## src/rtl/kbc_outport_pkg.sv

```systemverilog
package kbc_outport_pkg;

    localparam int PORT_W  = 8;
    localparam int KBD_BIT = 4;
    localparam int AUX_BIT = 5;
    localparam int A20_BIT = 1;
    localparam int RUN_BIT = 0;

    localparam logic [PORT_W-1:0] PORT_RESET  = 8'hCF;
    localparam logic [PORT_W-1:0] MIRROR_MASK = (PORT_W'(1) << KBD_BIT) | (PORT_W'(1) << AUX_BIT);

    typedef enum logic [2:0] {
        OP_NONE,
        OP_ARM_PORT,
        OP_ARM_OTHER,
        OP_GATE_ON,
        OP_GATE_OFF,
        OP_PULSE_RST,
        OP_READ
    } op_e;

    typedef struct packed {
        logic [PORT_W-1:0] port;
        logic              arm;
        logic              reply_v;
        logic [PORT_W-1:0] reply_b;
    } ctl_s;

endpackage

```

## src/rtl/kbc_outport_decode.sv

```systemverilog
module kbc_outport_decode
    import kbc_outport_pkg::*;
(
    input  logic [7:0] cmd_byte,
    output op_e        op
);
    always_comb begin
        op = OP_NONE;
        if (cmd_byte[7:4] == 4'hF) begin
            // pulse family: only bit 0 selects reset vs no-op
            op = cmd_byte[0] ? OP_NONE : OP_PULSE_RST;
        end else begin
            case (cmd_byte)
                8'hD1:                      op = OP_ARM_PORT;
                8'h60, 8'hD2, 8'hD3, 8'hD4: op = OP_ARM_OTHER;
                8'hDF:                      op = OP_GATE_ON;
                8'hDD:                      op = OP_GATE_OFF;
                8'hD0:                      op = OP_READ;
                default:                    op = OP_NONE;
            endcase
        end
    end
endmodule

```

## src/rtl/kbc_outport_pulse.sv

```systemverilog
module kbc_outport_pulse #(
    parameter int PULSE_CYCLES = 600
) (
    input  logic clk,
    input  logic rst_n,
    input  logic trig,
    output logic pulse_n
);
    localparam int CNT_W = $clog2(PULSE_CYCLES + 1);

    logic [CNT_W-1:0] cnt_d, cnt_q;

    always_comb begin
        cnt_d = cnt_q;
        if (cnt_q != '0) begin
            cnt_d = cnt_q - CNT_W'(1);
        end else if (trig) begin
            cnt_d = CNT_W'(PULSE_CYCLES);
        end
    end

    always_ff @(posedge clk or negedge rst_n) begin
        if (!rst_n) cnt_q <= '0;
        else        cnt_q <= cnt_d;
    end

    assign pulse_n = (cnt_q == '0);
endmodule

```

## src/rtl/kbc_outport.sv

```systemverilog
module kbc_outport
    import kbc_outport_pkg::*;
#(
    parameter int CLK_MHZ  = 100,
    parameter int PULSE_US = 6
) (
    input  logic       clk,
    input  logic       rst_n,
    input  logic       cmd_we,
    input  logic [7:0] cmd_byte,
    input  logic       dat_we,
    input  logic [7:0] dat_byte,
    input  logic       kbd_obf,
    input  logic       aux_obf,
    output logic [7:0] port_q,
    output logic       a20_gate,
    output logic       sys_reset_n,
    output logic       reply_valid,
    output logic [7:0] reply_byte
);
    localparam int PULSE_CYCLES = CLK_MHZ * PULSE_US;

    op_e   op;
    ctl_s  st_d, st_q;
    logic  trig_d;

    kbc_outport_decode i_decode (
        .cmd_byte (cmd_byte),
        .op       (op)
    );

    always_comb begin
        logic [PORT_W-1:0] base;
        logic [PORT_W-1:0] flags;
        st_d         = st_q;
        st_d.reply_v = 1'b0;
        trig_d       = 1'b0;
        base         = st_q.port;

        if (cmd_we) begin
            case (op)
                OP_ARM_PORT:  st_d.arm = 1'b1;
                OP_ARM_OTHER: st_d.arm = 1'b0;
                OP_GATE_ON:   base[A20_BIT] = 1'b1;
                OP_GATE_OFF:  base[A20_BIT] = 1'b0;
                OP_PULSE_RST: trig_d = 1'b1;
                OP_READ:      st_d.reply_v = 1'b1;
                default:      ;
            endcase
        end else if (dat_we && st_q.arm) begin
            base     = dat_byte;
            st_d.arm = 1'b0;
            trig_d   = ~dat_byte[RUN_BIT];
        end

        flags = '0;
        flags[KBD_BIT] = kbd_obf;
        flags[AUX_BIT] = aux_obf;
        st_d.port = (base & ~MIRROR_MASK) | flags;

        if (st_d.reply_v) begin
            st_d.reply_b = st_d.port;
        end
    end

    always_ff @(posedge clk or negedge rst_n) begin
        if (!rst_n) begin
            st_q.port    <= PORT_RESET;
            st_q.arm     <= 1'b0;
            st_q.reply_v <= 1'b0;
            st_q.reply_b <= '0;
        end else begin
            st_q <= st_d;
        end
    end

    kbc_outport_pulse #(
        .PULSE_CYCLES (PULSE_CYCLES)
    ) i_pulse (
        .clk     (clk),
        .rst_n   (rst_n),
        .trig    (trig_d),
        .pulse_n (sys_reset_n)
    );

    assign port_q      = st_q.port;
    assign a20_gate    = st_q.port[A20_BIT];
    assign reply_valid = st_q.reply_v;
    assign reply_byte  = st_q.reply_b;
endmodule

```

## config.mk

```make
export PLATFORM = sky130hd
export DESIGN_NAME = kbc_outport
export DESIGN_NICKNAME = d
export VERILOG_FILES = /design/src/rtl/kbc_outport_pkg.sv /design/src/rtl/kbc_outport_decode.sv /design/src/rtl/kbc_outport_pulse.sv /design/src/rtl/kbc_outport.sv
export SDC_FILE = /design/constraint.sdc
export NUM_CORES = 1
export LEC_CHECK = 0
export ABC_AREA = 1
export BUFFER_PORTS_ARGS = -buffer_cell sky130_fd_sc_hd__buf_4
export CORE_MARGIN = 4
export CORE_UTILIZATION = 50
export DETAILED_ROUTE_END_ITERATION = 7
export PLACE_DENSITY = 0.75
export SLEW_MARGIN = 10
export SYNTH_ARGS = -nofsm -noshare
export SYNTH_HDL_FRONTEND = slang
export SYNTH_HIERARCHICAL = 1
export SYNTH_SLANG_ARGS = --single-unit
```

## constraint.sdc

```tcl
create_clock -name clk -period 1.71 [get_ports clk]
set_input_delay 0.171 -clock clk [delete_from_list [all_inputs] [get_ports clk]]
set_output_delay 0.171 -clock clk [all_outputs]
set_load 0.01 [all_outputs]
```

==> key figures <==
Outcome
  – Status: complete, no violations

Floorplan
  – Die W: 65.3 µm
  – Core ar.: 3100 µm²
  – Starting Density: 52.8%
  – Number of top-level pins: 41
  – Rows: 20
  – Die H: around 65 µm
  – Die area: 4260 µm²

Clock network
  – Htree depth: 1
  – CTS Sinks: 28
  – CTS tree: yes
  – Worst-skew pair later-pin latency: roughly 0.32 ns
  – Buffer depth of the longest clock path: 2
  – Num CTS Buffers: 3
  – Clock transition at path regs: 0.15 ns
  – Root Driver: clkbuf_4

Yosys
  – Mapped Area: 1640 µm²
  – Seq cells post-synth: 28
  – Yosys cell types: 28
  – Synthesis Warnings: 6
  – Syn nets: 237
  – Seq/Total Area, Yosys: a little over two fifths
  – Synth Instances: approximately 210
  – Avg Inst Size Synth: 7.66 µm²

Pwr
  – Reg power frac: 41.3%
  – Net Sw Frac: 36.4%
  – Leak: 1.13 nW
  – Final Power: 2.49 mW
  – P per Cell Area: 1230 nW/µm²
  – Comb pwr share: a little over two fifths
  – Clock Power Share: 17.1%
  – Int Power: 1.58 mW
  – NetSw: 0.905 mW
  – Worst vdd ir: about 0.54 mV

STA
  – Slew Viols, Final: 0
  – Post-layout minimum cycle time: 1.64 ns
  – Skew final: 0.00703 ns
  – Max Clk Rate: slightly above 600 MHz
  – Endpoints failing setup: 0
  – Final period util: 96.1%
  – Hold_ws: 0.127 ns
  – Final Hold Fails: 0
  – Worst slew pin tran: 0.344 ns
  – Slew margin rel.: 77.1%

Global routing
  – Vias in the first global route: 1,283
  – Total track usage: 16.0%
  – First-pass GRT wire length: 5440 µm
  – Global-route congestion overflow total: 0
  – Largest net degree at the start of global routing: 29
  – Initial antenna violation count: 0

Detailed routing
  – DRT antenna net count: 0
  – Initial detailed-routing violation count: 60
  – Drt total wl: roughly 3100 µm
  – Vias: 1,328
  – Remaining DRCs: 0
  – Via density per instance: between 4 and 5
  – Wire length per cell: between 10 and 15 µm
  – DRT Pass-1 Iters: 4

Critical path
  – R2r setup slk: 0.34 ns
  – CP Max Fanout: 3
  – CP startpoint: i_pulse/cnt_q[1]
  – WP data arrival: approximately 1.5 ns
  – Worst setup SP type: flop
  – Reg2Reg Depth: 8
  – R2r startpoint: i_pulse/cnt_q[1]
  – Worst R2R End: i_pulse/cnt_q[9]
  – CP endpoint: sys_reset_n
  – CP required: 1.54 ns
  – Worst setup EP type: primary output
  – Crit path kind: reg2out

Final layout
  – Layout area overhead: 23.7%
  – Most frequent cells in the layout: 65 x nand2_1, 47 x buf_4, 32 x inv_1
  – Commonest non-fill, non-tap cell in the layout: nand2_1
  – ANT cells: 0
  – NumNets Final: 275
  – Post-layout instance area: slightly above 2000 µm²
  – Share of cells above drive strength 1: 32.7%
  – Fillers: between 300 and 400

Placed design
  – Gpl congestion: approximately 0.84
  – I/O Buffers: 38
  – Hpwl dp: 2270 µm
  – Area after DPL: 1860 µm²

Job
  – Maxcap violations: 0

Worst hold path
  – Worst hold-check path type: in2reg
-- state kept, by name (all words and copies together) (netlist names) --
| name | count |
|---|---|
| port_q | 8 |
| i_pulse/cnt_q | 10 |
| reply_byte | 8 |
| reply_valid | 1 |
| st_q | 1 |
-- power groups by stage --
stage / logic [mW] / registers [mW] / clock network [mW]
floorplan: 0.738 / 1.01 / 0
global placement: 0.885 / 1.03 / 0
detailed placement: 0.915 / 1.04 / 0
CTS: 0.971 / 1.03 / 0.440
global route: 1.18 / 1.06 / 0.471
finish: 1.03 / 1.03 / 0.427
-- worst min-delay path by stage --
stage | slack [ns] | start | cells after the start | end
2_1_floorplan | -0.12 | rst_n | 0 | i_pulse/cnt_q[0]
3_3_place_gp | 0.10 | rst_n | 1 | i_pulse/cnt_q[6]
3_5_place_dp | 0.10 | rst_n | 1 | i_pulse/cnt_q[5]
4_1_cts | 0.11 | cmd_we | 4 | port_q[1]
5_1_grt | 0.11 | cmd_we | 4 | port_q[1]
6_report | 0.13 | cmd_we | 4 | port_q[1]
-- cell type report --
class                      count  area [µm²]  share of cell area, %
tap                           44        55.1                   2.72
multi-input combinational    129         668                   33.0
sequential                    28         708                   34.9
clock buffer                   3        22.5                   1.11
timing repair buffer          51         394                   19.4
inverter                      39         149                   7.35
clock inverter                 1        30.0                   1.48
-- stage by stage --
stage	setup TNS (ns)	std cells	setup WS (ns)	utilization [%]
floorplan	0	214	0.416	-
global placement	0	280	0.160	59.9
detailed placement	0	280	0.168	59.9
CTS	0	289	0.00179	63.4
global route	-0.0245	295	-0.0245	65.3
finish	0	295	0.0671	65.3
-- what timing repair did --
| item | in CTS | in global routing |
|---|---|---|
| pin swaps | 1 | 3 |
| setup endpoints to repair | 1 | 1 |
| hold buffers | 3 | 0 |
| resized for setup | 3 | 3 |
| endpoints found under the hold margin | 24 | 0 |
| setup buffers | 2 | 6 |
-- cells by family (layout without fill, tap and decap cells) --
logic type	after synthesis	count (layout)	share of synthesized area (%)
AOI/OAI and AO/OA	18	18	6.79
xor gates and xnor gates	4	4	2.14
buffers and inverters	57	94	17.3
and+or+nand+nor	106	106	29.8
adders and majority gates	1	1	0.763
DFF	28	28	43.2
-- cell usage after synthesis --
cell type	instances	area [µm²]
buf_2	1	5.00
nand3_2	3	30.0
nand3b_4	1	20.0
buf_6	1	11.3
nand4_1	1	6.26
o21ai_0	7	35.0
dfstp_2	6	158
nand3_1	8	40.0
nand2_1	65	244
dfrtp_1	22	551
nand2_4	1	11.3
xor2_1	4	35.0
o21ai_1	4	20.0
ha_1	1	12.5
buf_4	16	120
a21oi_2	1	8.76
nand2_2	1	6.26
nor3_4	1	16.3
a21oi_1	1	5.00
inv_1	33	124
o31ai_1	1	7.51
or2_2	1	6.26
inv_2	6	22.5
nor2_1	20	75.1
nor2_4	2	22.5
o21ai_2	4	35.0
nor2_2	1	6.26
nor3_1	1	5.00
-- critical path, cell delays in order, from the launching register on --
cell and delay, ns:
dfrtp_1 0.43, inv_2 0.09, ha_4 0.16, nand3_4 0.08, nor2_4 0.15, nand2_4 0.08
inv_4 0.06, buf_6 0.09
-- routing by layer --
layer  vias to the layer above  global-route usage, %  routed length (µm)
met5                         -                      0                   0
met4                         0                   5.44                  30
met3                         2                   2.22                 122
met2                        30                   28.2                1570
met1                       595                   19.9                1390
li1                        701                      -                   -
Note: power is estimated with default switching activity, not from simulation.
